[src/rtl/fpa_seq_pkg.sv]
// Package fpa_seq_pkg
// Shared phase encoding and bit positions within one 16-bit half word.
// Assumes both halves use identical positions (top = bottom + 16).
package fpa_seq_pkg;

    localparam int HALF_W       = 16;
    localparam int B_CLAMP_GATE = 0;
    localparam int B_ROW_ON     = 1;
    localparam int B_ROW_RST    = 2;
    localparam int B_GLOB_RST   = 3;
    localparam int B_READ       = 4;
    localparam int B_CONVERT    = 5;
    localparam int B_FRAME      = 6;
    localparam int B_SLOW_INIT  = 7;
    localparam int B_DRAIN_N    = 8;
    localparam int B_SLOW_P1    = 9;
    localparam int B_SLOW_P2    = 10;
    localparam int B_ODD_EVEN   = 11;
    localparam int B_ROW_DIS    = 12;
    localparam int B_FAST_RST   = 13;
    localparam int B_FAST_P1    = 14;
    localparam int B_FAST_P2    = 15;

    typedef enum logic [3:0] {
        PH_IDLE,
        PH_GRST,
        PH_ENALL,
        PH_SINIT,
        PH_RRST,
        PH_SP1,
        PH_SGAP1,
        PH_SP2,
        PH_SGAP2,
        PH_FP1,
        PH_FGAP1,
        PH_FP2,
        PH_FGAP2,
        PH_CONV,
        PH_READ
    } phase_e;

endpackage

[src/rtl/fpa_seq_timer.sv]
// Module fpa_seq_timer
// Down-counter that measures how long the current phase lasts. On load it takes
// the remaining-tick count minus one. It stops at zero.
// Assumes load and countdown never happen in the same tick (load wins).
module fpa_seq_timer #(
    parameter int CNT_W = 8
) (
    input  logic             clk,
    input  logic             rst_n,
    input  logic             load,
    input  logic [CNT_W-1:0] load_val,
    output logic             at_zero,
    output logic             at_one
);

    logic [CNT_W-1:0] cnt_q;

    // Count register: reload on phase entry, otherwise count down to zero.
    always_ff @(posedge clk) begin
        if (!rst_n) begin
            cnt_q <= '0;
        end else if (load) begin
            cnt_q <= load_val;
        end else if (cnt_q != '0) begin
            cnt_q <= cnt_q - 1'b1;
        end
    end

    // Flags for the last tick of a phase and the tick before it.
    always_comb begin
        at_zero = (cnt_q == '0);
        at_one  = (cnt_q == CNT_W'(1));
    end

endmodule

[src/rtl/fpa_seq_fsm.sv]
// Module fpa_seq_fsm
// Frame phase controller. It captures the configuration on start, walks the
// phase order and counts row pairs. It also raises the data-ready pulse on
// the second-to-last read tick.
// Assumes start is sampled only while idle.
module fpa_seq_fsm
    import fpa_seq_pkg::*;
#(
    parameter int ROW_W  = 10,
    parameter int WORD_W = 10,
    parameter int LEN_W  = 8
) (
    input  logic              clk,
    input  logic              rst_n,
    input  logic              start,
    input  logic [ROW_W-1:0]  row_count,
    input  logic [WORD_W-1:0] word_count,
    input  logic [LEN_W-1:0]  greset_len,
    input  logic [LEN_W-1:0]  rreset_len,
    output phase_e            phase,
    output logic              row_lsb,
    output logic              data_ready
);

    localparam int CNT_W = (LEN_W > WORD_W + 1) ? LEN_W : WORD_W + 1;

    phase_e            phase_q, phase_d;
    logic [ROW_W-1:0]  row_q, rows_q;
    logic [WORD_W-1:0] words_q;
    logic [LEN_W-1:0]  rlen_q;
    logic              t_zero, t_one;
    logic              advance;
    logic [CNT_W-1:0]  load_val;
    logic              last_row;

    fpa_seq_timer #(.CNT_W(CNT_W)) u_timer (
        .clk      (clk),
        .rst_n    (rst_n),
        .load     (advance),
        .load_val (load_val),
        .at_zero  (t_zero),
        .at_one   (t_one)
    );

    // Next phase: leave idle on start, otherwise step when the timer expires.
    always_comb begin
        last_row = (row_q == rows_q);
        phase_d  = phase_q;
        if (phase_q == PH_IDLE) begin
            if (start) phase_d = PH_GRST;
        end else if (t_zero) begin
            unique case (phase_q)
                PH_GRST:  phase_d = PH_ENALL;
                PH_ENALL: phase_d = PH_SINIT;
                PH_SINIT: phase_d = PH_RRST;
                PH_RRST:  phase_d = PH_SP1;
                PH_SP1:   phase_d = PH_SGAP1;
                PH_SGAP1: phase_d = PH_SP2;
                PH_SP2:   phase_d = PH_SGAP2;
                PH_SGAP2: phase_d = PH_FP1;
                PH_FP1:   phase_d = PH_FGAP1;
                PH_FGAP1: phase_d = PH_FP2;
                PH_FP2:   phase_d = PH_FGAP2;
                PH_FGAP2: phase_d = PH_CONV;
                PH_CONV:  phase_d = PH_READ;
                PH_READ:  phase_d = last_row ? PH_IDLE : PH_RRST;
                default:  phase_d = PH_IDLE;
            endcase
        end
        advance = (phase_d != phase_q);
    end

    // Timer reload value for the phase about to be entered (length minus one).
    always_comb begin
        unique case (phase_d)
            PH_GRST: load_val = CNT_W'(greset_len);
            PH_RRST: load_val = CNT_W'(rlen_q);
            PH_READ: load_val = CNT_W'(words_q) + CNT_W'(1);
            default: load_val = '0;
        endcase
    end

    // Phase register.
    always_ff @(posedge clk) begin
        if (!rst_n) phase_q <= PH_IDLE;
        else        phase_q <= phase_d;
    end

    // Configuration capture at frame start; held for the whole frame.
    always_ff @(posedge clk) begin
        if (!rst_n) begin
            rows_q  <= '0;
            words_q <= '0;
            rlen_q  <= '0;
        end else if (phase_q == PH_IDLE && start) begin
            rows_q  <= row_count;
            words_q <= word_count;
            rlen_q  <= rreset_len;
        end
    end

    // Row-pair index: cleared at frame start, bumped after each read run.
    always_ff @(posedge clk) begin
        if (!rst_n) begin
            row_q <= '0;
        end else if (phase_q == PH_IDLE) begin
            row_q <= '0;
        end else if (phase_q == PH_READ && t_zero && !last_row) begin
            row_q <= row_q + 1'b1;
        end
    end

    // Outputs toward the encoder.
    always_comb begin
        phase      = phase_q;
        row_lsb    = row_q[0];
        data_ready = (phase_q == PH_READ) && t_one;
    end

endmodule

[src/rtl/fpa_seq_encode.sv]
// Module fpa_seq_encode
// Decodes the current phase into one 16-bit half control word. The
// drain-clamp line is driven as its complement.
// Assumes the phase and row LSB come straight from registers.
module fpa_seq_encode
    import fpa_seq_pkg::*;
(
    input  phase_e              phase,
    input  logic                row_lsb,
    output logic [HALF_W-1:0]   half
);

    logic in_row;

    // Phase-to-line decode; bits not listed stay low.
    always_comb begin
        in_row = (phase inside {PH_RRST, PH_SP1, PH_SGAP1, PH_SP2, PH_SGAP2,
                                PH_FP1, PH_FGAP1, PH_FP2, PH_FGAP2,
                                PH_CONV, PH_READ});
        half = '0;
        half[B_DRAIN_N]  = 1'b1;
        half[B_FRAME]    = (phase != PH_IDLE) && (phase != PH_GRST);
        half[B_ODD_EVEN] = in_row && row_lsb;
        unique case (phase)
            PH_GRST: begin
                half[B_CLAMP_GATE] = 1'b1;
                half[B_GLOB_RST]   = 1'b1;
                half[B_DRAIN_N]    = 1'b0;
            end
            PH_ENALL: begin
                half[B_ROW_DIS]  = 1'b1;
                half[B_FAST_RST] = 1'b1;
            end
            PH_SINIT: half[B_SLOW_INIT] = 1'b1;
            PH_RRST: begin
                half[B_ROW_RST] = 1'b1;
                half[B_ROW_ON]  = 1'b1;
            end
            PH_SP1:  half[B_SLOW_P1] = 1'b1;
            PH_SP2:  half[B_SLOW_P2] = 1'b1;
            PH_FP1:  half[B_FAST_P1] = 1'b1;
            PH_FP2:  half[B_FAST_P2] = 1'b1;
            PH_CONV: half[B_CONVERT] = 1'b1;
            PH_READ: half[B_READ]    = 1'b1;
            default: ;
        endcase
    end

endmodule

[src/rtl/fpa_seq_mirror.sv]
// Module fpa_seq_mirror
// Places the half word on both halves of the control bus. It forces the
// unused top bit low and can substitute a test pattern on the bottom half.
// Assumes the unused position is the frame bit of the top half.
module fpa_seq_mirror
    import fpa_seq_pkg::*;
(
    input  logic [HALF_W-1:0]   half,
    input  logic                mirror_off,
    input  logic [HALF_W-1:0]   bottom_override,
    output logic [2*HALF_W-1:0] ctrl_word
);

    // Top half mirrors with its unused bit cleared; bottom may be overridden.
    always_comb begin
        ctrl_word[2*HALF_W-1:HALF_W] = half;
        ctrl_word[HALF_W + B_FRAME]  = 1'b0;
        ctrl_word[HALF_W-1:0]        = mirror_off ? bottom_override : half;
    end

endmodule

[src/rtl/fpa_seq_top.sv]
// Module fpa_seq_top
// Focal-plane array clock sequencer: a phase controller, a half-word
// decoder and a top/bottom mirror stage.
// Assumes the configuration is stable in the tick start is sampled.
module fpa_seq_top
    import fpa_seq_pkg::*;
#(
    parameter int ROW_W  = 10,
    parameter int WORD_W = 10,
    parameter int LEN_W  = 8
) (
    input  logic              clk,
    input  logic              rst_n,
    input  logic              start,
    input  logic [ROW_W-1:0]  row_count,
    input  logic [WORD_W-1:0] word_count,
    input  logic [LEN_W-1:0]  greset_len,
    input  logic [LEN_W-1:0]  rreset_len,
    input  logic              mirror_off,
    input  logic [15:0]       bottom_override,
    output logic [31:0]       ctrl_word,
    output logic              busy,
    output logic              data_ready
);

    phase_e            phase;
    logic              row_lsb;
    logic [HALF_W-1:0] half;

    fpa_seq_fsm #(.ROW_W(ROW_W), .WORD_W(WORD_W), .LEN_W(LEN_W)) u_fsm (
        .clk        (clk),
        .rst_n      (rst_n),
        .start      (start),
        .row_count  (row_count),
        .word_count (word_count),
        .greset_len (greset_len),
        .rreset_len (rreset_len),
        .phase      (phase),
        .row_lsb    (row_lsb),
        .data_ready (data_ready)
    );

    fpa_seq_encode u_enc (
        .phase   (phase),
        .row_lsb (row_lsb),
        .half    (half)
    );

    fpa_seq_mirror u_mir (
        .half            (half),
        .mirror_off      (mirror_off),
        .bottom_override (bottom_override),
        .ctrl_word       (ctrl_word)
    );

    // Busy whenever a frame phase is active.
    always_comb busy = (phase != PH_IDLE);

endmodule

[config.mk]
export PLATFORM = sky130hd
export DESIGN_NAME = fpa_seq_top
export DESIGN_NICKNAME = d
export VERILOG_FILES = /design/src/rtl/fpa_seq_pkg.sv /design/src/rtl/fpa_seq_timer.sv /design/src/rtl/fpa_seq_fsm.sv /design/src/rtl/fpa_seq_encode.sv /design/src/rtl/fpa_seq_mirror.sv /design/src/rtl/fpa_seq_top.sv
export SDC_FILE = /design/constraint.sdc
export NUM_CORES = 1
export LEC_CHECK = 0
export ABC_AREA = 1
export BUFFER_PORTS_ARGS = -buffer_cell sky130_fd_sc_hd__buf_2
export CAP_MARGIN = 25
export CORE_MARGIN = 4
export CORE_UTILIZATION = 50
export DETAILED_ROUTE_END_ITERATION = 7
export HOLD_SLACK_MARGIN = 0.05
export PLACE_DENSITY = 0.87
export SLEW_MARGIN = 20
export SYNTH_ARGS = -nofsm -noshare
export SYNTH_HDL_FRONTEND = slang
export SYNTH_SLANG_ARGS = --single-unit
[constraint.sdc]
create_clock -name clk -period 3.7 [get_ports clk]
set_input_delay 0.74 -clock clk [delete_from_list [all_inputs] [get_ports clk]]
set_output_delay 0.74 -clock clk [all_outputs]
set_load 0.1 [all_outputs]
# ---- After elaboration in Yosys (flattened, before gate mapping)
# Cells that the tools add are included.
dict set report word_totals {
  ff_bits 53
  inputBits 56
  out_inout_bits 34
  wordCells 65
}
dict set report op_classes {
  add_sub_neg 3
  eq_ne 21
  muxes 20
  bitwise_logic 1
  n_reduce_logical 14
}
# operator n
set op_table {}
lappend op_table {{4-bit one-hot mux with 14 select lines} 1}
lappend op_table {{11-bit one-hot mux with 3 select lines} 1}
lappend op_table {{4-bit == test (second input constant)} 8}
lappend op_table {{11-bit two-way mux} 2}
lappend op_table {{11-bit nonzero test} 2}
lappend op_table {{4-bit by 3-bit == test with 1-bit output (second input constant)} 5}
lappend op_table {{16-bit two-way mux} 1}
lappend op_table {{4-bit two-way mux} 3}
lappend op_table {{10-bit by 1-bit adder with 11-bit output (second input constant)} 1}
lappend op_table {{11-bit by 1-bit == test with 1-bit output (second input constant)} 1}
lappend op_table {{11-bit logical NOT} 1}
lappend op_table {{11-bit by 1-bit subtractor with 11-bit output (second input constant)} 1}
lappend op_table {{10-bit by 1-bit adder with 10-bit output (second input constant)} 1}
lappend op_table {{10-bit == test} 1}
lappend op_table {{1-bit two-way mux} 9}
lappend op_table {{4-bit by 1-bit == test with 1-bit output (second input constant)} 2}
lappend op_table {{4-bit by 2-bit == test with 1-bit output (second input constant)} 2}
lappend op_table {{1-bit logical AND} 6}
lappend op_table {{4-bit logical NOT} 1}
lappend op_table {{2-bit two-way mux} 2}
lappend op_table {{4-bit by 1-bit inequality test with 1-bit output (second input constant)} 1}
lappend op_table {{4-bit inequality test} 1}
lappend op_table {{4-bit nonzero test} 1}
lappend op_table {{3-bit two-way mux} 1}
lappend op_table {{other kinds (4)} 4}

# ---- Longest topological paths before layout
# Gate-level depths: netlist of run 1.
dict set report depth {
  depth_word 8
  ltp_mapped 14
  mapped_depth_nobuf 14
}

# ---- Cells and area by module
# From an unflattened synthesis of run 1, not the netlist that was laid out.
dict set report hier_totals {
  hier_cells 546
  area_unflattened_um2 3638.5
}
# module n_inst cells_each area_per_inst_um2 seq_area_each_um2
set modules_own_cells {}
lappend modules_own_cells {fpa_seq_fsm 1 344 2416.1 840.8}
lappend modules_own_cells {fpa_seq_timer 1 100 698.2 220.2}
lappend modules_own_cells {fpa_seq_mirror 1 69 367.9 0.0}
lappend modules_own_cells {fpa_seq_encode 1 30 145.1 0.0}
lappend modules_own_cells {fpa_seq_top 1 3 11.3 0.0}

# ---- Worst setup path after synthesis of run 1
# OpenSTA, ideal clock, no wires.
dict set report synth_timing {
  path_type {register to output}
  from {register u_fsm.phase_q[0] (netlist: u_fsm.phase[0])}
  to {output data_ready}
  arrival_time_ns 4.486
  t_required_ns 2.960
  setup_slack_ns -1.526
  path_stages_with_launch 6
  path_buffers 0
  path_cell_list {dfxtp_1 > inv_1 > nand2_1 > nor2_2 > inv_1 > nor4_1}
}
dict set report synth_via {
  elab_chain_cells 2
}
# item line
set synth_rtl {}
lappend synth_rtl {{from (decl)} fpa_seq_fsm.sv:27} ;# phase_e phase_q, phase_d;
lappend synth_rtl {{from (signal assigned)} fpa_seq_fsm.sv:86} ;# else phase_q <= phase_d;
lappend synth_rtl {{4-bit == test} fpa_seq_fsm.sv:117} ;# data_ready = (phase_q == PH_READ) && t_one;
lappend synth_rtl {{1-bit logical AND} fpa_seq_fsm.sv:117}
lappend synth_rtl {{to (decl)} fpa_seq_top.sv:23} ;# output logic data_ready
# Every way passes these cells.

# ---- Worst setup path after layout of run 1
# Same ends and word-level chain as after synthesis.

==> summary.txt, run 1 <==
Route
  – Wirelength, routed: about 8600 um
  – DR pass1 iterations: 4
  – Via count: approximately 3500
  – DR vias/cell: roughly 5.2
  – Initial drt markers: between 150 and 200
  – Routed Antenna Nets: 0
  – DR WL/cell: about 13 um
  – DR DRC count: 0

CTS
  – Clk slew on worst S/H paths: about 0.10 ns
  – Postcts setup bufs: 0
  – Clock Tree Buf Depth: 2
  – Inserted Clock Buffers: 5
  – Root buffer cell: clkbuf_8
  – Cts repair resizes: 0
  – CTS Hold Bufs: 0
  – H-tree Lvls: 2
  – TritonCTS clock tree: built
  – Clk sink count: between 50 and 60
  – Clk_lat worst skew: around 0.32 ns

Timing
  – Slew margin rel.: 63.0%
  – Final Setup Violations: 0
  – Final min period: around 2.8 ns
  – RSZ-0062 raised after global routing: no
  – Max Clock Freq: around 360 MHz
  – Setup TNS: 0 ns
  – Worst-Margin Slew: 0.551 ns
  – Final worst setup slack: 0.936 ns
  – Slew Limit Fails: 0
  – Fin crit share: between 70 and 80%
  – Final hold viol count: 0
  – Clock Skews: about 0.010 ns

Synthesis
  – Commonest register cell after synthesis: dfxtp_1
  – Syn_nets: ~580
  – Synth warn: 0
  – Synth Register Bits: 53
  – Syn Area/Cell: 6.64 um^2
  – Mapped cell area: between 0.003 and 0.004 mm^2
  – EDFF count, synth: 0
  – Netlist cell types: 37
  – Post-Syn Instances: 519
  – Sequential area share after synthesis: 30.8%
  – Post-synth ARST share: 0%

Die
  – Die X: approximately 90 um
  – Die Height: a little over 90 um
  – Initial Utilization: between 50% and 60%
  – Cell Rows: 29
  – Die area: 0.00828 mm^2
  – CORE AREA: ~0.0065 mm^2
  – Top Ports: 90

Global route
  – Global Route Usage Sum: a little over 20%
  – First-pass GRT wire length: about 14000 um
  – Pin count of the biggest net entering global routing: between 40 and 50
  – Vias in the first global route: between 3000 and 4000
  – Grt ovf: 0
  – Initial antenna violation count: 0

Final layout
  – Nets: approximately 650
  – Reg area: around 0.0011 mm^2
  – Area delta synth->final: 15.8%
  – Most common cell after layout, fill and taps aside: nand2_1
  – Layout cell share with drive strength beyond 1: a little over a quarter
  – Commonest non-fill, non-tap cells in the layout: nand2_1, buf_2, dfxtp_1, inv_1
  – N_diodes: 0
  – Fillers: ~630
  – Multi-input gate area: ~0.0021 mm^2
  – Post-Route Utilization: approximately three fifths

Setup path
  – Critical Path, Cell by Cell: inv_1, nand2_1, nor2_2, inv_1, nor4_2, buf_2
  – Crit path from: u_fsm.phase[0]$_SDFF_PN0_
  – R2R cell count: 13
  – Critical path arrival: 2.02 ns
  – Setup crit end kind: output pin
  – Worst setup path endpoint: data_ready
  – Worst EP required: a little under 3 ns
  – Worst r2r src: u_fsm.u_timer.cnt_q[0]$_SDFFE_PN0P_
  – Startpoint types: register
  – R2r endpoint: u_fsm.u_timer.cnt_q[10]$_SDFFE_PN0P_
  – Critical Path Max Stage Delay: ~0.47 ns
  – Slowest CP cell: buf_2
  – Worst Setup Path Type: register to output pin
  – Critical Path Fanout Max: 6
  – Flop-to-flop setup slack: 1.24 ns
  – Most Frequent Cell on Critical Path: inv_1

Place
  – Final Wtd Congestion: between 0.8 and 0.9
  – HPWL Detailed: 6810 um
  – Pre-CTS setup slack: around 1.1 ns
  – Port bufs: 88

Power and ir drop
  – Maximum vdd drop: 0.000360 V
  – Pwr dens: between 700 and 800 mW/mm^2
  – Leak: approximately 1.9 nW

Flow run
  – Max-cap violations: 0

Status
  – Status: completed

Hold path
  – Hold Crit Class: register to register
==> power breakdown <==
part | switching (mW) | total [mW] | internal [mW]
logic | 1.46 | 1.96 | 0.502
clock network | 0.210 | 0.348 | 0.138
registers | 0.103 | 0.804 | 0.700
total | 1.77 | 3.11 | 1.34
==> synth_stat cells, types with 2 or more instances <==
cell type	instances	share of area, %
nand2_1	140	15
dfxtp_1	53	31
inv_1	52	5.7
nor2_1	38	4.1
a21oi_1	37	5.4
nand3_1	33	4.8
o21ai_0	23	3.3
nand4_1	21	3.8
xor2_1	17	4.3
clkbuf_1	11	1.2
nand2_2	11	2.0
inv_2	9	0.98
a21oi_2	8	2.0
nor3_1	8	1.2
o21ai_2	7	1.8
buf_4	6	1.3
nor2_2	5	0.91
ha_1	4	1.5
nand3_2	4	1.2
nor2_4	4	1.3
o21ai_1	4	0.58
buf_2	3	0.44
nand3_4	3	1.5
and3_1	2	0.36
nand2_4	2	0.65
nor4_1	2	0.36
xnor2_1	2	0.51
==> worst min-delay path by stage <==
stage / startpoint / to / depth (start not counted)
after floorplan: u_fsm.rows_q[5]$_SDFFE_PN0P_ / u_fsm.rows_q[5]$_SDFFE_PN0P_ / 2
final: u_fsm.rows_q[2]$_SDFFE_PN0P_ / u_fsm.rows_q[2]$_SDFFE_PN0P_ / 2
after detailed placement: u_fsm.rlen_q[1]$_SDFFE_PN0P_ / u_fsm.rlen_q[1]$_SDFFE_PN0P_ / 2
after CTS: u_fsm.rlen_q[1]$_SDFFE_PN0P_ / u_fsm.rlen_q[1]$_SDFFE_PN0P_ / 2
after global placement: u_fsm.rows_q[2]$_SDFFE_PN0P_ / u_fsm.rows_q[2]$_SDFFE_PN0P_ / 2
after global routing: u_fsm.rlen_q[1]$_SDFFE_PN0P_ / u_fsm.rlen_q[1]$_SDFFE_PN0P_ / 2
==> flip-flops by register name, indices dropped and copies added, names as in the netlist <==
| signal | flops |
|---|---|
| u_fsm.rlen_q | 8 |
| u_fsm.words_q | 10 |
| u_fsm.phase | 4 |
| u_fsm.rows_q | 10 |
| u_fsm.row_q | 10 |
| u_fsm.u_timer.cnt_q | 11 |
==> stage by stage <==
| stage | hold WS (ns) | instances | instance area [um^2] | total power [mW] |
|---|---|---|---|---|
| after floorplan | 0.444 | 519 | 3460 | 2.49 |
| final | 0.474 | 672 | 3990 | 3.11 |
| after detailed placement | 0.460 | 664 | 3890 | 2.76 |
| after CTS | 0.476 | 672 | 3990 | 3.11 |
| after global routing | 0.497 | 672 | 3990 | 3.33 |
| after global placement | 0.457 | 664 | 3890 | 2.70 |
==> layer usage <==
metal  global-route usage (%)  vias up  wire (um)
met4                     8.17        0        220
met5                        0        -          0
met1                     25.4     1528       3680
met3                     3.64       23        582
met2                     35.6      118       4110
li1                         -     1824          -
==> cells by family after synthesis <==
kind of cell	count (synthesis)	synth area share, %
buffers and inverters	83	10.0
adders and majority gates	4	1.45
DFF	53	30.8
and+or+nand+nor	277	38.9
xor gates and xnor gates	19	4.83
other	1	0.109
AOI/OAI and AO/OA	82	13.9
==> critical path, delay by kind of cell, from the launching register on <==
family	cells	cell delay (ns)
and+or+nand+nor	3	0.59
DFF	1	0.37
buffers and inverters	3	0.75
==> cell type report <==
cell class / instances / area share, %
Timing Repair Buffer: 89 / 11.2
Multi-Input combinational cell: 383 / 51.6
Clock inverter: 3 / 0.659
Clock buffer: 5 / 1.72
Sequential cell: 53 / 26.6
Tap cell: 77 / 2.41
Inverter: 62 / 5.83
Note: power is estimated with default switching activity, not from simulation.
==> inputs of run 2 (changes only) <==
--- a/config.mk
+++ b/config.mk
@@ -9,7 +9,7 @@
 export BUFFER_PORTS_ARGS = -buffer_cell sky130_fd_sc_hd__buf_2
 export CAP_MARGIN = 25
 export CORE_MARGIN = 4
-export CORE_UTILIZATION = 50
+export CORE_UTILIZATION = 48
 export DETAILED_ROUTE_END_ITERATION = 7
 export HOLD_SLACK_MARGIN = 0.05
 export PLACE_DENSITY = 0.87
==> constraint.sdc (replaced) <==
create_clock -name clk -period 2.3 [get_ports clk]
set_input_delay 0.46 -clock clk [delete_from_list [all_inputs] [get_ports clk]]
set_output_delay 0.46 -clock clk [all_outputs]
set_load 0.1 [all_outputs]
==> run 2 against run 1 <==
Routed wire length rose by 1.3%. Sequential cell count did not move. Clock power is 64% higher. Sequential power rose by 63%. Sequential share of layout area down 2.9 points. Via count rose by 2.0%. Global-route usage is 0.099 points lower. Critical path depth unchanged. Count of clock-buffer cells in the layout rose by 2. Setup slack got worse by 0.80 ns. Final cell count grew 4.0%. Worst hold slack lost 0.088 ns. Critical path type unchanged. Largest cell class unchanged. Highest routed layer unchanged.
==> summary.txt, run 2 (synthesis results as in run 1) <==
Power and ir drop
  – Leak: around 2.0 nW
  – Switching pwr: between 2 and 3 mW
  – Pwr Total: 5.41 mW
  – Clock Power Share: a little over a tenth
  – Combinational Power Share: 65.2%
  – Pwr dens: around 1200 mW/mm^2
  – Maximum vdd drop: about 0.0006 V
  – Flop pwr share: around a quarter
  – Sw Share: 54.4%
  – P_int: 2.46 mW

Setup path
  – Worst EP required: ~1.8 ns
  – Critical Path Fanout Max: 6
  – Startpoint types: register
  – Critical path buffer and inverter count: 3
  – Worst Setup Path Type: register to output pin
  – Critical path arrival: roughly 1.7 ns
  – Critical Path Max Stage Delay: roughly 0.43 ns
  – Critical Path, Cell by Cell: inv_4, nand2_4, nor2_4, inv_2, o21ai_2, buf_2
  – Setup crit end kind: output pin
  – Slowest CP cell: buf_2
  – Cell family with the largest share of critical-path delay: buffers and inverters

Place
  – Placed insts: about 690
  – Pre-CTS setup slack: 0.146 ns
  – Area after DPL: about 0.0044 mm^2
  – Final Wtd Congestion: a little over 0.9
  – HPWL Detailed: between 7000 and 8000 um
  – Port bufs: 88

Die
  – Die Height: between 90 and 100 um
  – CORE AREA: around 0.0069 mm^2
  – Die area: approximately 0.0086 mm^2
  – Cell Rows: 30
  – Initial Utilization: between 50 and 60%
  – Top Ports: 90
  – Die X: 92.7 um

Final layout
  – Commonest non-fill, non-tap cells in the layout: nand2_1, buf_2, inv_1, dfxtp_1, a21oi_1
  – Post-route design area: around 0.0045 mm^2
  – Area delta synth->final: 30.8%
  – Max reg flops: 11
  – Post-Route Utilization: between 60 and 70%
  – Reg area: around 0.0011 mm^2
  – Non-filler cells, final: about 700
  – Fillers: approximately 600
  – Layout cell share with drive strength beyond 1: about a third
  – Multi-input gate area: about 0.0022 mm^2
  – Largest Register: u_fsm.u_timer.cnt_q
  – Most common cell after layout, fill and taps aside: nand2_1
  – N_diodes: 0
  – Nets: ~660

Timing
  – Worst hold slack: between 0.3 and 0.4 ns
  – RSZ-0062 raised after global routing: no
  – Max Clock Freq: 463 MHz
  – Final min period: around 2.2 ns
  – Setup TNS: 0 ns
  – Final worst setup slack: around 0.14 ns
  – Fin crit share: 94.0%
  – Clock Skews: approximately 0.0070 ns
  – Final hold viol count: 0
  – Slew Limit Fails: 0
  – Final Setup Violations: 0

CTS
  – Root buffer cell: clkbuf_8
  – Clk slew on worst S/H paths: about 0.090 ns
  – Clk sink count: between 50 and 60
  – Clk_lat worst skew: roughly 0.31 ns
  – H-tree Lvls: 2
  – TritonCTS clock tree: built
  – Postcts setup bufs: 0
  – Clock Tree Buf Depth: 2
  – Inserted Clock Buffers: 5

Global route
  – Pin count of the biggest net entering global routing: 45
  – Global Route Usage Sum: slightly above 20%
  – First-pass GRT wire length: 14700 um
  – Vias in the first global route: ~3400
  – Initial antenna violation count: 0
  – Grt ovf: 0

Status
  – Status: completed

Route
  – Initial drt markers: ~140
  – DR vias/cell: 5.10
  – DR WL/cell: between 10 and 15 um
  – Wirelength, routed: 8700 um
  – DR pass1 iterations: 4
  – Routed Antenna Nets: 0
  – DR DRC count: 0
  – Via count: roughly 3600

Hold path
  – Hold Crit Class: input port to register

Flow run
  – Max-cap violations: 0
-- run 2: changes by cell type in the layout (fill, tap and decap cells not counted), sizes merged --
cell and change:
buf +6, clkbuf +4, inv -1, clkinv -1
-- run 2: worst paths after layout --
path                                                          start                                  end  slack, ns  cells past startpoint
worst max register to register  u_fsm.u_timer.cnt_q[1]$_SDFFE_PN0P_  u_fsm.u_timer.cnt_q[4]$_SDFFE_PN0P_       0.25                     12
worst min-delay path                                  rreset_len[2]         u_fsm.rlen_q[2]$_SDFFE_PN0P_       0.39                      3
worst min register to register         u_fsm.rlen_q[1]$_SDFFE_PN0P_         u_fsm.rlen_q[1]$_SDFFE_PN0P_       0.47                      2
worst max-delay path                      u_fsm.phase[0]$_SDFF_PN0_                         ctrl_word[4]       0.14                      6
-- run 2: tightest hold or removal path: stages --
cell,delay (ns)
buf_2,0.09
nand2_1,0.05
a21oi_1,0.05
-- run 2: cell type report --
class | instances | area share, %
clock inverter | 1 | 0.111
timing repair buffer | 97 | 16.5
inverter | 62 | 5.22
multi-input combinational | 383 | 49.7
tap | 96 | 2.66
clock buffer | 7 | 2.14
sequential | 53 | 23.7
-- run 2: power by group through the flow --
stage	logic [mW]	registers, mW	clock network, mW
2_1_floorplan	2.85	1.29	0
3_3_place_gp	3.41	1.31	0
3_5_place_dp	3.47	1.32	0
4_1_cts	3.49	1.30	0.579
5_1_grt	3.84	1.34	0.608
6_report	3.53	1.31	0.572
-- run 2: per-layer routing --
layer | global-route usage [%] | part of all wire (%)
met1 | 24.9 | 43
met2 | 36.7 | 48
met3 | 3.57 | 7.2
met4 | 6.23 | 1.8
met5 | 0 | 0
-- run 2: repair_timing --
| action | 4_1_cts | 5_1_grt |
|---|---|---|
| hold buffers | 0 | 0 |
| endpoints found under the setup margin | 0 | 12 |
| resized for setup | 0 | 7 |
| hold endpoints to repair | 0 | 0 |
